==> src/rtl/dio_sec_pkg.sv <==
package dio_sec_pkg;
  localparam int unsigned NUM_FN  = 4;
  localparam int unsigned PIN_WDG = 11;

  typedef enum logic [1:0] {
    FN_XIRQ  = 2'd0,
    FN_LDAC  = 2'd1,
    FN_START = 2'd2,
    FN_TRIG  = 2'd3
  } fn_e;

  function automatic int fn_pin(input int f);
    case (f)
      0:       return 13;
      1:       return 12;
      2:       return 14;
      3:       return 15;
      default: return -1;
    endcase
  endfunction

  function automatic int pin_fn(input int p);
    case (p)
      13:      return 0;
      12:      return 1;
      14:      return 2;
      15:      return 3;
      default: return -1;
    endcase
  endfunction
endpackage

==> src/rtl/dio_sync.sv <==
module dio_sync #(
  parameter int unsigned WIDTH = 16
) (
  input  logic             clk_i,
  input  logic             rst_ni,
  input  logic [WIDTH-1:0] d_i,
  output logic [WIDTH-1:0] q_o
);
  logic [WIDTH-1:0] meta_q, sync_q;

  always_ff @(posedge clk_i or negedge rst_ni) begin
    if (!rst_ni) begin
      meta_q <= '0;
      sync_q <= '0;
    end else begin
      meta_q <= d_i;
      sync_q <= meta_q;
    end
  end

  assign q_o = sync_q;

  AST_SYNC_TWO_STAGE: assert property (@(posedge clk_i) disable iff (!rst_ni)
    $stable(d_i) && $past(d_i) == d_i |=> q_o == $past(d_i));
endmodule

==> src/rtl/dio_pad_ctrl.sv <==
module dio_pad_ctrl
  import dio_sec_pkg::*;
#(
  parameter int unsigned NUM_LINES = 16,
  parameter int unsigned GROUP_W   = 4,
  localparam int unsigned NUM_GRP  = NUM_LINES / GROUP_W
) (
  input  logic [NUM_GRP-1:0]   grp_out_i,
  input  logic [NUM_LINES-1:0] dout_i,
  input  logic                 wdg_en_i,
  input  logic                 wdg_state_i,
  input  logic [NUM_FN-1:0]    fn_en_i,
  output logic [NUM_LINES-1:0] pad_o,
  output logic [NUM_LINES-1:0] pad_oe_o
);
  for (genvar i = 0; i < NUM_LINES; i++) begin : g_line
    localparam int FN = pin_fn(i);
    if (i == PIN_WDG) begin : g_wdg
      assign pad_oe_o[i] = grp_out_i[i/GROUP_W] | wdg_en_i;
      assign pad_o[i]    = wdg_en_i ? wdg_state_i : dout_i[i];
    end else if (FN >= 0) begin : g_fn
      assign pad_oe_o[i] = grp_out_i[i/GROUP_W] & ~fn_en_i[FN];
      assign pad_o[i]    = dout_i[i];
    end else begin : g_plain
      assign pad_oe_o[i] = grp_out_i[i/GROUP_W];
      assign pad_o[i]    = dout_i[i];
    end
  end
endmodule

==> src/rtl/dio_edge_fn.sv <==
module dio_edge_fn (
  input  logic clk_i,
  input  logic rst_ni,
  input  logic line_i,
  input  logic en_i,
  input  logic rise_i,
  input  logic irq_en_i,
  input  logic clr_i,
  output logic evt_o,
  output logic pend_o
);
  logic prev_q, evt_q, pend_q, hit;

  // prev tracks even while disabled so enabling never fakes an edge
  assign hit = en_i & (rise_i ? (line_i & ~prev_q) : (~line_i & prev_q));

  always_ff @(posedge clk_i or negedge rst_ni) begin
    if (!rst_ni) begin
      prev_q <= 1'b0;
      evt_q  <= 1'b0;
      pend_q <= 1'b0;
    end else begin
      prev_q <= line_i;
      evt_q  <= hit;
      pend_q <= (pend_q & ~clr_i) | (hit & irq_en_i);
    end
  end

  assign evt_o  = evt_q;
  assign pend_o = pend_q;

  AST_EVT_SINGLE: assert property (@(posedge clk_i) disable iff (!rst_ni)
    evt_q |=> !evt_q);
  AST_EVT_NEEDS_EN: assert property (@(posedge clk_i) disable iff (!rst_ni)
    evt_q |-> $past(en_i));
  AST_PEND_NEEDS_IRQEN: assert property (@(posedge clk_i) disable iff (!rst_ni)
    $rose(pend_q) |-> $past(irq_en_i));
  AST_PEND_STICKY: assert property (@(posedge clk_i) disable iff (!rst_ni)
    pend_q && !clr_i |=> pend_q);
  AST_CLR_DROPS: assert property (@(posedge clk_i) disable iff (!rst_ni)
    clr_i && !irq_en_i |=> !pend_q);
endmodule

==> src/rtl/dio_sec_ctrl.sv <==
module dio_sec_ctrl
  import dio_sec_pkg::*;
#(
  parameter int unsigned NUM_LINES = 16,
  parameter int unsigned GROUP_W   = 4,
  localparam int unsigned NUM_GRP  = NUM_LINES / GROUP_W
) (
  input  logic                 clk_i,
  input  logic                 rst_ni,
  input  logic [NUM_GRP-1:0]   grp_out_i,
  input  logic [NUM_LINES-1:0] dout_i,
  input  logic                 wdg_en_i,
  input  logic                 wdg_state_i,
  input  logic [NUM_FN-1:0]    fn_en_i,
  input  logic [NUM_FN-1:0]    edge_rise_i,
  input  logic [NUM_FN-1:0]    irq_en_i,
  input  logic [NUM_FN-1:0]    irq_clr_i,
  input  logic [NUM_LINES-1:0] pad_i,
  output logic [NUM_LINES-1:0] pad_o,
  output logic [NUM_LINES-1:0] pad_oe_o,
  output logic [NUM_LINES-1:0] din_o,
  output logic [NUM_FN-1:0]    evt_o,
  output logic [NUM_FN-1:0]    irq_pend_o,
  output logic                 irq_o
);
  logic [NUM_LINES-1:0] sync_w;

  dio_pad_ctrl #(.NUM_LINES(NUM_LINES), .GROUP_W(GROUP_W)) u_pad (
    .grp_out_i   (grp_out_i),
    .dout_i      (dout_i),
    .wdg_en_i    (wdg_en_i),
    .wdg_state_i (wdg_state_i),
    .fn_en_i     (fn_en_i),
    .pad_o       (pad_o),
    .pad_oe_o    (pad_oe_o)
  );

  dio_sync #(.WIDTH(NUM_LINES)) u_sync (
    .clk_i  (clk_i),
    .rst_ni (rst_ni),
    .d_i    (pad_i),
    .q_o    (sync_w)
  );

  assign din_o = sync_w;

  for (genvar k = 0; k < NUM_FN; k++) begin : g_fn
    localparam int PIN = fn_pin(k);
    dio_edge_fn u_edge (
      .clk_i    (clk_i),
      .rst_ni   (rst_ni),
      .line_i   (sync_w[PIN]),
      .en_i     (fn_en_i[k]),
      .rise_i   (edge_rise_i[k]),
      .irq_en_i (irq_en_i[k]),
      .clr_i    (irq_clr_i[k]),
      .evt_o    (evt_o[k]),
      .pend_o   (irq_pend_o[k])
    );

    AST_FN_PIN_INPUT: assert property (@(posedge clk_i) disable iff (!rst_ni)
      fn_en_i[k] |-> !pad_oe_o[PIN]);
  end

  assign irq_o = |irq_pend_o;

  AST_WDG_DRIVES: assert property (@(posedge clk_i) disable iff (!rst_ni)
    wdg_en_i |-> pad_oe_o[PIN_WDG] && pad_o[PIN_WDG] == wdg_state_i);
  AST_IRQ_FALL_CLR: assert property (@(posedge clk_i) disable iff (!rst_ni)
    $fell(irq_o) |-> $past(|irq_clr_i));
endmodule

==> config.mk <==
export PLATFORM = sky130hd
export DESIGN_NAME = dio_sec_ctrl
export DESIGN_NICKNAME = d
export VERILOG_FILES = /design/src/rtl/dio_sec_pkg.sv /design/src/rtl/dio_sync.sv /design/src/rtl/dio_pad_ctrl.sv /design/src/rtl/dio_edge_fn.sv /design/src/rtl/dio_sec_ctrl.sv
export SDC_FILE = /design/constraint.sdc
export NUM_CORES = 1
export LEC_CHECK = 0
export BUFFER_PORTS_ARGS = -buffer_cell sky130_fd_sc_hd__buf_2
export CELL_PAD_IN_SITES_DETAIL_PLACEMENT = 0
export CELL_PAD_IN_SITES_GLOBAL_PLACEMENT = 1
export CORE_AREA = 2 2 77 79
export CTS_CLUSTER_DIAMETER = 150
export DETAILED_ROUTE_END_ITERATION = 8
export DIE_AREA = 0 0 79 81
export PLACE_DENSITY = 0.83
export REMOVE_ABC_BUFFERS = 1
export SETUP_SLACK_MARGIN = 0.1
export SKIP_LAST_GASP = 1
export SYNTH_ARGS = -nofsm -noshare
export SYNTH_HDL_FRONTEND = slang
export SYNTH_SLANG_ARGS = --single-unit
==> constraint.sdc <==
create_clock -name clk_i -period 1.3 [get_ports clk_i]
set_clock_uncertainty 0.1 [all_clocks]
set_input_delay 0.13 -clock clk_i [delete_from_list [all_inputs] [get_ports clk_i]]
set_output_delay 0.13 -clock clk_i [all_outputs]
set_load 0.01 [all_outputs]
==> impl_metrics.csv <==
group,metric,value,unit
floorplan,coreArea,5680,um^2
power_and_ir_drop,pwr-share-comb,10.3,%
worst_setup_path,slowest_delay,0.50,ns
synth,syn-cell-area,1580,um^2
layout,area_growth,35.7,%
synth,netlist.area_leader.share,69.6,%
synth,syn_area_per_cell,14.4,um^2
route,firstDrtPassIters,3,
worst_setup_path,cp.arrival,1.31,ns
synth,yosysWarningCount,0,
clocking,insertion_delay,0.28,ns
global_routing,grt_pass1_wl,4170,um
power_and_ir_drop,power.switching,0.578,mW
synth,synth_common_cells,"44 x dfrtp_1, 38 x buf_4, 4 x inv_1, 4 x nand2_1, 4 x nor2b_1",
power_and_ir_drop,power.density,1310,nW/um^2
synth,netlist_instances,110,
placed_design,gp_congestion,0.649,
worst_setup_path,crit_family,"simple AND/OR/NAND/NOR gates",
worst_setup_path,start_kind,"flip-flop",
route,drc_errors,0,
sta,timing.fmax,0.649,GHz
route,drt_iter0_markers,28,
synth,synth_ff_type,"dfrtp_1",
layout,num-fill-cells,547,
synth,synth_area_leaders,"dfrtp_1 70%, buf_4 18%, nand4bb_1 2.1%",
layout,final_area,2150,um^2
sta,final-max-slew-violation-count,0,
synth,synth-async-reset-ratio,100,%
synth,synthDistinctLibCells,16,
layout,final_nets,233,
layout,diodes,0,
run,drv_cap,0,
sta,hold_viol,0,
sta,min_period,1.54,ns
floorplan,rows,28,
synth,synth-edff-count,0,
sta,setup_viol,1,
clocking,cts_sinks,44,
sta,rsz0062_at_grt,"true",
sta,tns,-0.241,ns
clocking,cts_tree,"built",
placed_design,placed_area,1770,um^2
global_routing,first_global_vias,922,
global_routing,overflow,0,
clocking,clock_path_buffers,2,
global_routing,track_usage,8.90,%
route,ant_nets,0,
clocking,path_clk_slew,0.08,ns
run_status,violations,"negative setup slack",
worst_setup_path,crit_chain,"or4_1 -> buf_2",
sta,fin_ws,-0.241,ns
synth,synth_most_common_cell,"dfrtp_1",
layout,regArea,1100,um^2
clocking,clk_root_buffer_cell,"clkbuf_8",
global_routing,grtUsageMet3,7.56,%
route,avgViaCountPerCell,3.85,
power_and_ir_drop,power_leakage,1.10,nW
layout,multi_input_area,181,um^2
power_and_ir_drop,internal_power,2.23,mW
power_and_ir_drop,clkPwrFrac,37.6,%
floorplan,start_util,27.9,%
clocking,cts_htree_levels,2,
worst_setup_path,cp-end-kind,"output pin",
placed_design,port_buffers,72,
floorplan,die_x,79,um
worst_hold_path,holdCritPathClass,"input pin to flip-flop",
route,via_count,975,
route,wirelength,2990,um
worst_setup_path,crit_required,1.07,ns
power_and_ir_drop,ir_worst_vdd,650,uV
global_routing,antenna_found_initial,0,
floorplan,die_y,81,um
worst_setup_path,path_max_fanout,2,
clocking,numCtsBuffers,5,
run_status,outcome,"complete, but fails checks",
global_routing,grt_busiest_layer,"met2",
synth,seq_area_frac_synth,69.6,%
layout,drive_gt1_share,48.9,%
floorplan,pin_count,113,
worst_setup_path,criticalPathCategory,"flip-flop to output pin",
synth,synth_largest_area_cell,"dfrtp_1",
power_and_ir_drop,pwr-share-seq,52.1,%
route,post_drt_wl_per_cell,11.8,um
global_routing,grt_max_degree,45,
floorplan,dieArea,6400,um^2
sta,tightest_slew,0.228,ns
global_routing,use_met1,9.65,%
worst_setup_path,cp_slowest_cell,"or4_1",
sta,slew_headroom,84.8,%
worst_setup_path,crit_buf_inv,1,
placed_design,dp_hpwl,2150,um
power_and_ir_drop,p_sw_share,20.6,%
sta,finalCritPeriodShare,119,%
synth,ys_ff_latch,44,
global_routing,grtUsageMet2,13.3,%
==> layout make-up <==
class | count | area share [%]
Clock inverter | 2 | 1.81
Timing Repair Buffer | 98 | 29.6
Inverter | 4 | 0.699
Clock buffer | 6 | 3.84
Sequential cell | 44 | 51.3
Tap cell | 75 | 4.37
Multi-Input combinational cell | 24 | 8.44
==> metrics by stage <==
stage	setup slack, ns	utilization (%)	hold slack (ns)	total power, mW	instances
2_1_floorplan	0.0896	-	-0.266	1.55	72
3_3_place_gp	0.0622	31.2	0.0146	1.72	220
3_5_place_dp	0.0519	31.2	0.0206	1.72	220
4_1_cts	-0.250	37.5	0.0105	2.85	252
5_1_grt	-0.288	37.9	0.000263	2.98	253
6_report	-0.241	37.9	0.0244	2.81	253
==> metal layers <==
layer / vias to the layer above / part of all wire (%)
li1: 452 / -
met1: 452 / 39
met2: 71 / 47
met3: 0 / 14
met4: 0 / 0
met5: - / 0
==> power by group through the flow <==
stage | Sequential [mW] | Clock, mW | Combinational [mW]
6_report | 1.46 | 1.06 | 0.289
5_1_grt | 1.47 | 1.19 | 0.318
4_1_cts | 1.46 | 1.11 | 0.286
3_5_place_dp | 1.49 | 0 | 0.229
3_3_place_gp | 1.49 | 0 | 0.227
2_1_floorplan | 1.51 | 0 | 0.0453
==> worst register-to-register path: stages (launching register included) <==
cell       delay (ns)
dfrtp_1          0.38
nand4bb_1        0.13
nand2_1          0.10
a22o_2           0.24
==> sequential cells by signal (all words and copies together) (netlist names) <==
register / cells
g_fn.u_edge.evt_o: 4
g_fn.u_edge.pend_o: 4
g_fn.u_edge.prev_q: 4
u_sync.meta_q: 16
u_sync.q_o: 16
==> final timing paths <==
check                                      startpoint                     to  slack, ns  depth (start not counted)
min in group asynchronous                      rst_ni       u_sync.meta_q[5]       0.24                          3
worst max-delay path            g_fn[1].u_edge.pend_o                  irq_o      -0.24                          2
max in group asynchronous                      rst_ni  g_fn[2].u_edge.prev_q       0.64                          3
worst max register to register         u_sync.q_o[12]  g_fn[1].u_edge.pend_o       0.24                          3
worst min-delay path                       fn_en_i[0]  g_fn[0].u_edge.pend_o       0.02                          2
worst min register to register       u_sync.meta_q[0]          u_sync.q_o[0]       0.25                          0
==> what timing repair did <==
action / CTS / global route
setup endpoints to repair: 1 / 3
hold buffers: 22 / 0
endpoints found under the hold margin: 65 / 0
buffers inserted: 2 / 2
resized for setup: 0 / 2
==> cells by family (layout without fill, tap and decap cells) <==
| logic type | count (synthesis) | count (layout) | synth area share, % |
|---|---|---|---|
| AO/OA/AOI/OAI | 5 | 5 | 2.77 |
| buffers and inverters | 42 | 110 | 19.0 |
| multiplexers | 1 | 1 | 0.711 |
| flip-flops | 44 | 44 | 69.6 |
| AND/OR/NAND/NOR | 18 | 18 | 7.98 |
==> cells in the final DEF (no fill, tap or decap), types with 2 or more instances in the layout <==
master,count
nor2b_1,4
buf_4,3
dlygate4sd3_1,22
nand4bb_1,3
buf_6,2
a22o_1,2
clkbuf_8,6
dfrtp_1,44
buf_2,70
inv_1,4
nand2_1,4
nand4b_1,3
Note: power is estimated with default switching activity, not from simulation.
